`src/rtl/irqs_pkg.sv`:
```
package irqs_pkg;
   localparam int IRQS_NBITS    = 8;
   localparam int IRQS_ADDR_W   = 7;
   localparam int IRQS_REG_ADDR = 4;

   localparam int POS_POR      = 0;
   localparam int POS_XTAL_OK  = 1;
   localparam int POS_LOW_BAT  = 2;
   localparam int POS_WAKE     = 3;
   localparam int POS_RSSI     = 4;
   localparam int POS_PRE_TOUT = 5;
   localparam int POS_PRE_OK   = 6;
   localparam int POS_SYNC     = 7;

   localparam logic [IRQS_NBITS-1:0] IRQS_HOLD_MASK = IRQS_NBITS'(1) << POS_LOW_BAT;
endpackage

```
`src/rtl/irqs_edge.sv`:
```
module irqs_edge #(
   parameter int NBITS = 8
) (
   input  logic             clk,
   input  logic             rst_n,
   input  logic [NBITS-1:0] evt_in,
   output logic [NBITS-1:0] lvl,
   output logic [NBITS-1:0] rise
);
   logic [NBITS-1:0] smp_q;

   always_ff @(posedge clk or negedge rst_n) begin
      if (!rst_n) smp_q <= '0;
      else        smp_q <= evt_in;
   end

   assign lvl  = smp_q;
   assign rise = evt_in & ~smp_q;
endmodule

```
`src/rtl/irqs_bit_cell.sv`:
```
module irqs_bit_cell #(
   parameter bit HOLD_MASKED = 1'b0
) (
   input  logic clk,
   input  logic rst_n,
   input  logic lvl,
   input  logic rise,
   input  logic en,
   input  logic clr,
   output logic lat_q,
   output logic lat_d,
   output logic stat
);
   generate
      if (HOLD_MASKED) begin : g_hold
         always_comb begin
            if (rise)            lat_d = 1'b1;
            else if (clr && en)  lat_d = 1'b0;
            else                 lat_d = lat_q;
         end

         // masked edge kept for later
         a_r6_kept_masked: assert property (@(posedge clk) disable iff (!rst_n)
            rise && !en |=> lat_q);
      end else begin : g_plain
         always_comb begin
            if (!en)       lat_d = 1'b0;
            else if (rise) lat_d = 1'b1;
            else if (clr)  lat_d = 1'b0;
            else           lat_d = lat_q;
         end

         // masked edge on ordinary bit is dropped
         a_r6_masked_dropped: assert property (@(posedge clk) disable iff (!rst_n)
            !en |=> !lat_q);
      end
   endgenerate

   always_ff @(posedge clk or negedge rst_n) begin
      if (!rst_n) lat_q <= 1'b0;
      else        lat_q <= lat_d;
   end

   assign stat = en ? lat_q : lvl;

   a_r2_rise_latches: assert property (@(posedge clk) disable iff (!rst_n)
      rise && en |=> lat_q);

   a_r4_read_clears: assert property (@(posedge clk) disable iff (!rst_n)
      clr && en && !rise |=> !lat_q);

   a_r7_event_beats_read: assert property (@(posedge clk) disable iff (!rst_n)
      clr && en && rise |=> lat_q);
endmodule

```
`src/rtl/irqs_rdport.sv`:
```
module irqs_rdport #(
   parameter int NBITS    = 8,
   parameter int ADDR_W   = 7,
   parameter int REG_ADDR = 4
) (
   input  logic [ADDR_W-1:0] host_addr,
   input  logic              host_rd,
   input  logic [NBITS-1:0]  stat,
   output logic              rd_hit,
   output logic [NBITS-1:0]  rdata
);
   localparam logic [ADDR_W-1:0] MY_ADDR = ADDR_W'(REG_ADDR);

   assign rd_hit = host_rd && (host_addr == MY_ADDR);
   assign rdata  = rd_hit ? stat : '0;
endmodule

```
`src/rtl/irq_status_reg.sv`:
```
module irq_status_reg #(
   parameter int                 NBITS     = irqs_pkg::IRQS_NBITS,
   parameter int                 ADDR_W    = irqs_pkg::IRQS_ADDR_W,
   parameter int                 REG_ADDR  = irqs_pkg::IRQS_REG_ADDR,
   parameter logic [NBITS-1:0]   HOLD_MASK = irqs_pkg::IRQS_HOLD_MASK
) (
   input  logic              clk,
   input  logic              rst_n,
   input  logic [NBITS-1:0]  evt_in,
   input  logic [NBITS-1:0]  evt_en,
   input  logic [ADDR_W-1:0] host_addr,
   input  logic              host_rd,
   input  logic              host_wr,
   input  logic [NBITS-1:0]  host_wdata,
   output logic [NBITS-1:0]  host_rdata,
   output logic              irq_n
);
   localparam longint ADDR_SPAN = longint'(1) << ADDR_W;

   generate
      if (NBITS < 1 || NBITS > 32) begin : g_bad_width
         $error("irq_status_reg: NBITS must be within 1..32");
      end
      if (ADDR_W < 1 || ADDR_W > 16) begin : g_bad_addr_w
         $error("irq_status_reg: ADDR_W must be within 1..16");
      end
      if (REG_ADDR < 0 || longint'(REG_ADDR) >= ADDR_SPAN) begin : g_bad_addr
         $error("irq_status_reg: REG_ADDR outside address space");
      end
   endgenerate

   logic [NBITS-1:0] lvl_w, rise_w, lat_q, lat_d, stat_w;
   logic             rd_hit;
   logic             irq_nq;

   irqs_edge #(.NBITS(NBITS)) edge_i (
      .clk    (clk),
      .rst_n  (rst_n),
      .evt_in (evt_in),
      .lvl    (lvl_w),
      .rise   (rise_w)
   );

   irqs_rdport #(.NBITS(NBITS), .ADDR_W(ADDR_W), .REG_ADDR(REG_ADDR)) rdport_i (
      .host_addr (host_addr),
      .host_rd   (host_rd),
      .stat      (stat_w),
      .rd_hit    (rd_hit),
      .rdata     (host_rdata)
   );

   for (genvar gi = 0; gi < NBITS; gi++) begin : g_bit
      irqs_bit_cell #(.HOLD_MASKED(HOLD_MASK[gi])) cell_i (
         .clk   (clk),
         .rst_n (rst_n),
         .lvl   (lvl_w[gi]),
         .rise  (rise_w[gi]),
         .en    (evt_en[gi]),
         .clr   (rd_hit),
         .lat_q (lat_q[gi]),
         .lat_d (lat_d[gi]),
         .stat  (stat_w[gi])
      );
   end

   always_ff @(posedge clk or negedge rst_n) begin
      if (!rst_n) irq_nq <= 1'b1;
      else        irq_nq <= ~|(lat_d & evt_en);
   end

   assign irq_n = irq_nq;

   // enabled latched bit without a read keeps the line low
   a_r3_irq_held: assert property (@(posedge clk) disable iff (!rst_n)
      (|(lat_q & evt_en)) && !rd_hit |=> !irq_n);

   // clean read releases the line
   a_r4_irq_release: assert property (@(posedge clk) disable iff (!rst_n)
      rd_hit && !(|rise_w) |=> irq_n);

   // a write with zero data clears nothing
   a_r8_write_no_clear: assert property (@(posedge clk) disable iff (!rst_n)
      host_wr && !rd_hit && (~|host_wdata)
      |=> ((lat_q & $past(lat_q & evt_en)) == $past(lat_q & evt_en)));

   // a write with set bits sets nothing
   a_r8_write_no_set: assert property (@(posedge clk) disable iff (!rst_n)
      host_wr && !rd_hit && (|host_wdata) && !(|rise_w)
      |=> ((lat_q & ~$past(lat_q)) == '0));

   // foreign-address read leaves enabled bits intact
   a_r9_foreign_read: assert property (@(posedge clk) disable iff (!rst_n)
      host_rd && !rd_hit |=> ((lat_q & $past(lat_q & evt_en)) == $past(lat_q & evt_en)));
endmodule

```
`config.mk`:
```
export PLATFORM = sky130hd
export DESIGN_NAME = irq_status_reg
export DESIGN_NICKNAME = d
export VERILOG_FILES = /design/src/rtl/irqs_pkg.sv /design/src/rtl/irqs_edge.sv /design/src/rtl/irqs_bit_cell.sv /design/src/rtl/irqs_rdport.sv /design/src/rtl/irq_status_reg.sv
export SDC_FILE = /design/constraint.sdc
export NUM_CORES = 1
export LEC_CHECK = 0
export ABC_CLOCK_PERIOD_IN_PS = 2600
export BUFFER_PORTS_ARGS = -buffer_cell sky130_fd_sc_hd__buf_2
export CORE_UTILIZATION = 40
export CTS_CLUSTER_SIZE = 10
export DETAILED_ROUTE_END_ITERATION = 8
export PLACE_DENSITY = 0.7
export SLEW_MARGIN = 25
export SYNTH_ARGS = -nofsm -noshare
export SYNTH_HDL_FRONTEND = slang
export SYNTH_HIERARCHICAL = 1
export SYNTH_SLANG_ARGS = --single-unit
```
`constraint.sdc`:
```
create_clock -name clk -period 2.6 [get_ports clk]
set_clock_uncertainty 0.1 [all_clocks]
set_input_delay 0.26 -clock clk [delete_from_list [all_inputs] [get_ports clk]]
set_output_delay 0.26 -clock clk [all_outputs]
set_load 0.005 [all_outputs]
```
==> run summary <==
The flow ran to the end, and the final reports show no timing, DRC or antenna violations. The first global-routing pass estimated 3030 µm of wire. The portion of total power attributed to the clock network was 26.9%; the adder-cell share of the synthesized area was 0%. In this run the clock root is driven by a clkbuf_4.

In this run the tightest slew margin relative to its limit is 73.9%. The boundary pin count is 44, and the setup-violating endpoint count in the final report is 0. The gate family responsible for the most delay along the worst path is simple AND/OR/NAND/NOR gates. The half-perimeter wire length of the detailed placement result was 1360 µm. By area the synthesized netlist is led by dfrtp_1 42%, mux2_4 12%, nor2b_4 11%, nor3_2 7.3%, o21a_1 5.5%. Dividing the detail-routed wire length by the instance count gives 12.4 µm. Counting flops and latches in the post-synthesis netlist gives 17. The tools report the overflow left after global routing as 0. Once the clock tree was built, the resizer swapped 0 gates to a different size. The signal on the critical path passes through buf_2, or4_4, nor2_1, buf_4, nand2_1, a21o_1, a22oi_1, and4_1. The highest achievable clock rate is 550 MHz, and the fraction of registers with async set/reset is 100%. The logs give 702 for the via count of the first global-routing pass and 57.4% for the final core utilization. The power dissipated by switching net loads was 0.134 mW. The net count after synthesis was 110; the power per unit of standard cell area was 419 nW/µm². The tools report the quantity of hold-fixing buffers added after cts as 9. Counting distinct cell types in the post-synthesis netlist gives 18. After clock tree synthesis, the clock-pin slew on the worst setup and hold paths is 100 ps. Setup slack on the worst reg-to-reg path comes out at 1340 ps. The portion of total power attributed to combinational logic was 18.9%. The maximum number of pins on one net before global-route repair is 18. Hold violation total from the final report: 0. Startpoint type of the worst setup path: a primary input.

The switching part of the total power was 25.0%. The cell count after synthesis came out at 75. The tools report the total clock buffers created by CTS as 3.

The synthesized netlist devotes 29.0% of its cell area to simple gates. After detailed routing, the total wire length is 1860 µm. Cells with a size suffix above 1 make up 53.3% of the layout.

For the number of nets in the layout, the log shows 158. The total area inside the core boundary comes to 2230 µm². Compared with the post-synthesis result, the final layout area differs by 33.3%.

The overall power consumption was 0.537 mW. The cell area after technology mapping was 962 µm²; the static leakage was 0.645 nW. The number of setup buffers added after CTS is 0.

The startpoint-to-endpoint class of the critical path was in2reg. The required time at the worst-slack endpoint was 2750 ps. The type of the most critical hold path was in2reg. Of the available clock period, the critical path in the final layout requires 69.9%. The largest total area in the synthesized netlist belongs to dfrtp_1. The full die area came out at 2610 µm². The ratio of routed vias to standard cells was 4.77; the diode insertion count for antenna repair was 0. Count of antenna-violating nets left after detailed routing: 0. The number of buffers added on ports was 34; the number of clock sinks seen by CTS was 17.

The height of the die is 51.0 µm. The leading register cell type out of synthesis is dfrtp_1. For this run, the slowest stage of the critical path takes 640 ps. The tools report the starting density of the core as 43.1%. From left edge to right edge, the die measures 51.0 µm.

The maximum vdd drop came out at 326 µV. After the first detailed-routing iteration, the DRC count stood at 3. Across all layers, the routed design uses 715 vias. At the worst endpoint, the arrival time is 1960 ps. The clock reaches the later pin of the worst-skew pair after 290 ps. The fraction of synthesized cell area in xor and xnor cells was 0%. At the pin with the least slew margin, the transition time is 391 ps. Counting along the longest clock path gives a buffer depth of 2. TritonCTS built the clock tree. The final count of pins violating max slew is 0. Standard cell with the maximum stage delay on the critical path: or4_4. The congestion estimate from routability-driven global placement came to 0.723. For the length of the first detailed-routing pass in iterations, the log shows 4. The share of total power dissipated in sequential elements is 54.2%.

Setup repair after global routing left no endpoint under its margin. Max-cap violations in this run came to 0. Of the post-synthesis cell area, the part taken by muxes is 12.5%.

Summing the sequential cell areas from Yosys gives 44.3% of the chip area. The maximum net fanout on the critical path is 9. The final critical delay including setup and external delays was 1820 ps. Yosys printed 6 warnings.

The endpoint type of the worst setup path was a flip-flop. Each instance of the synthesized netlist takes up on average 12.8 µm². The tools report the total negative slack for setup checks as 0 ps. Internal power comes to 0.403 mW. The number of levels the H-tree was split into is 1, and the total DRC errors in the routed layout is 0. After synthesis, the largest family of logic cells by area is simple AND/OR/NAND/NOR gates. The number of enable-type register cells in the synthesized netlist came out at 0. Number of antenna violations at the first check in global routing: 0.

Counting both buffers and inverters, the worst setup path holds a total of 2. The area share of the largest cell type after synthesis is 41.6%, and the all-layer global routing usage is 16.2%. The initialized floorplan defines 17 standard-cell rows. The area fraction in compound gates after synthesis was 9.36%.
## area by class of cell
class                           instances  area (µm²)
Clock buffer                            4        26.3
Fill cell                             210         951
Inverter                                8        30.0
Multi-Input combinational cell         48         489
Sequential cell                        17         427
Tap cell                               28        35.0
Timing Repair Buffer                   45         275
## synth_stat cells, drive strengths merged, types with 2 or more instances
cell   instances
dfrtp         16
nor2b         15
inv            8
mux2           8
nor3           8
o21a           7
a22oi          4
buf            2
## final timing paths
path / start / end / depth (start not counted)
max reg2reg: g_bit[7].cell_i/lat_q / irq_n / 4
min: evt_en[1] / g_bit[1].cell_i/lat_q / 2
min in group asynchronous: rst_n / edge_i/lvl[6] / 2
min reg2reg: g_bit[2].cell_i/lat_q / g_bit[2].cell_i/lat_q / 1
max: host_addr[1] / irq_n / 8
max in group asynchronous: rst_n / irq_n / 2
## cells by family after synthesis
group                  after synthesis
DFF                                 17
and+or+nand+nor                     28
AOI/OAI and AO/OA                   12
muxes                                8
buffers and inverters               10
## cells in the final DEF (no fill, tap or decap), drive strengths merged, types with 4 or more instances in the layout
master,n
clkbuf,4
mux2,8
dfrtp,16
nor2b,15
a22oi,4
inv,8
buf,36
dlygate4sd3,9
o21a,7
nor3,8
## per-layer routing
metal  vias up  share of wire, %  GRT usage, %
met5         -                 0             0
met4         0               1.2          6.94
met3         2               5.8          3.87
met2        25                48          26.3
met1       339                45          20.5
li1        349                 -             -
## sequential cells by signal, indices dropped and copies added (netlist names)
register,count
edge_i/lvl,8
g_bit.cell_i/lat_q,8
irq_n,1
## worst register-to-register path, delay by kind of cell, from the launching register on
family           cells  cell delay, ps
AO/OA/AOI/OAI        2             390
flip-flops           1             380
AND/OR/NAND/NOR      2             340
## metrics by stage
step / area (µm²) / std cells / hold WS (ps) / worst slack, ps
floorplan: 962 / 75 / -136 / 604
global placement: 1170 / 137 / 98.7 / 480
detailed placement: 1170 / 137 / 107 / 480
CTS: 1280 / 150 / 122 / 795
global route: 1280 / 150 / 116 / 705
finish: 1280 / 150 / 129 / 783
## power groups by stage
stage | Clock (mW) | Combinational [mW] | Sequential [mW]
detailed placement | 0 | 0.0923 | 0.296
CTS | 0.150 | 0.103 | 0.291
global route | 0.164 | 0.111 | 0.293
finish | 0.144 | 0.102 | 0.291
global placement | 0 | 0.0898 | 0.295
floorplan | 0 | 0.0552 | 0.295
Note: power is estimated with default switching activity, not from simulation.
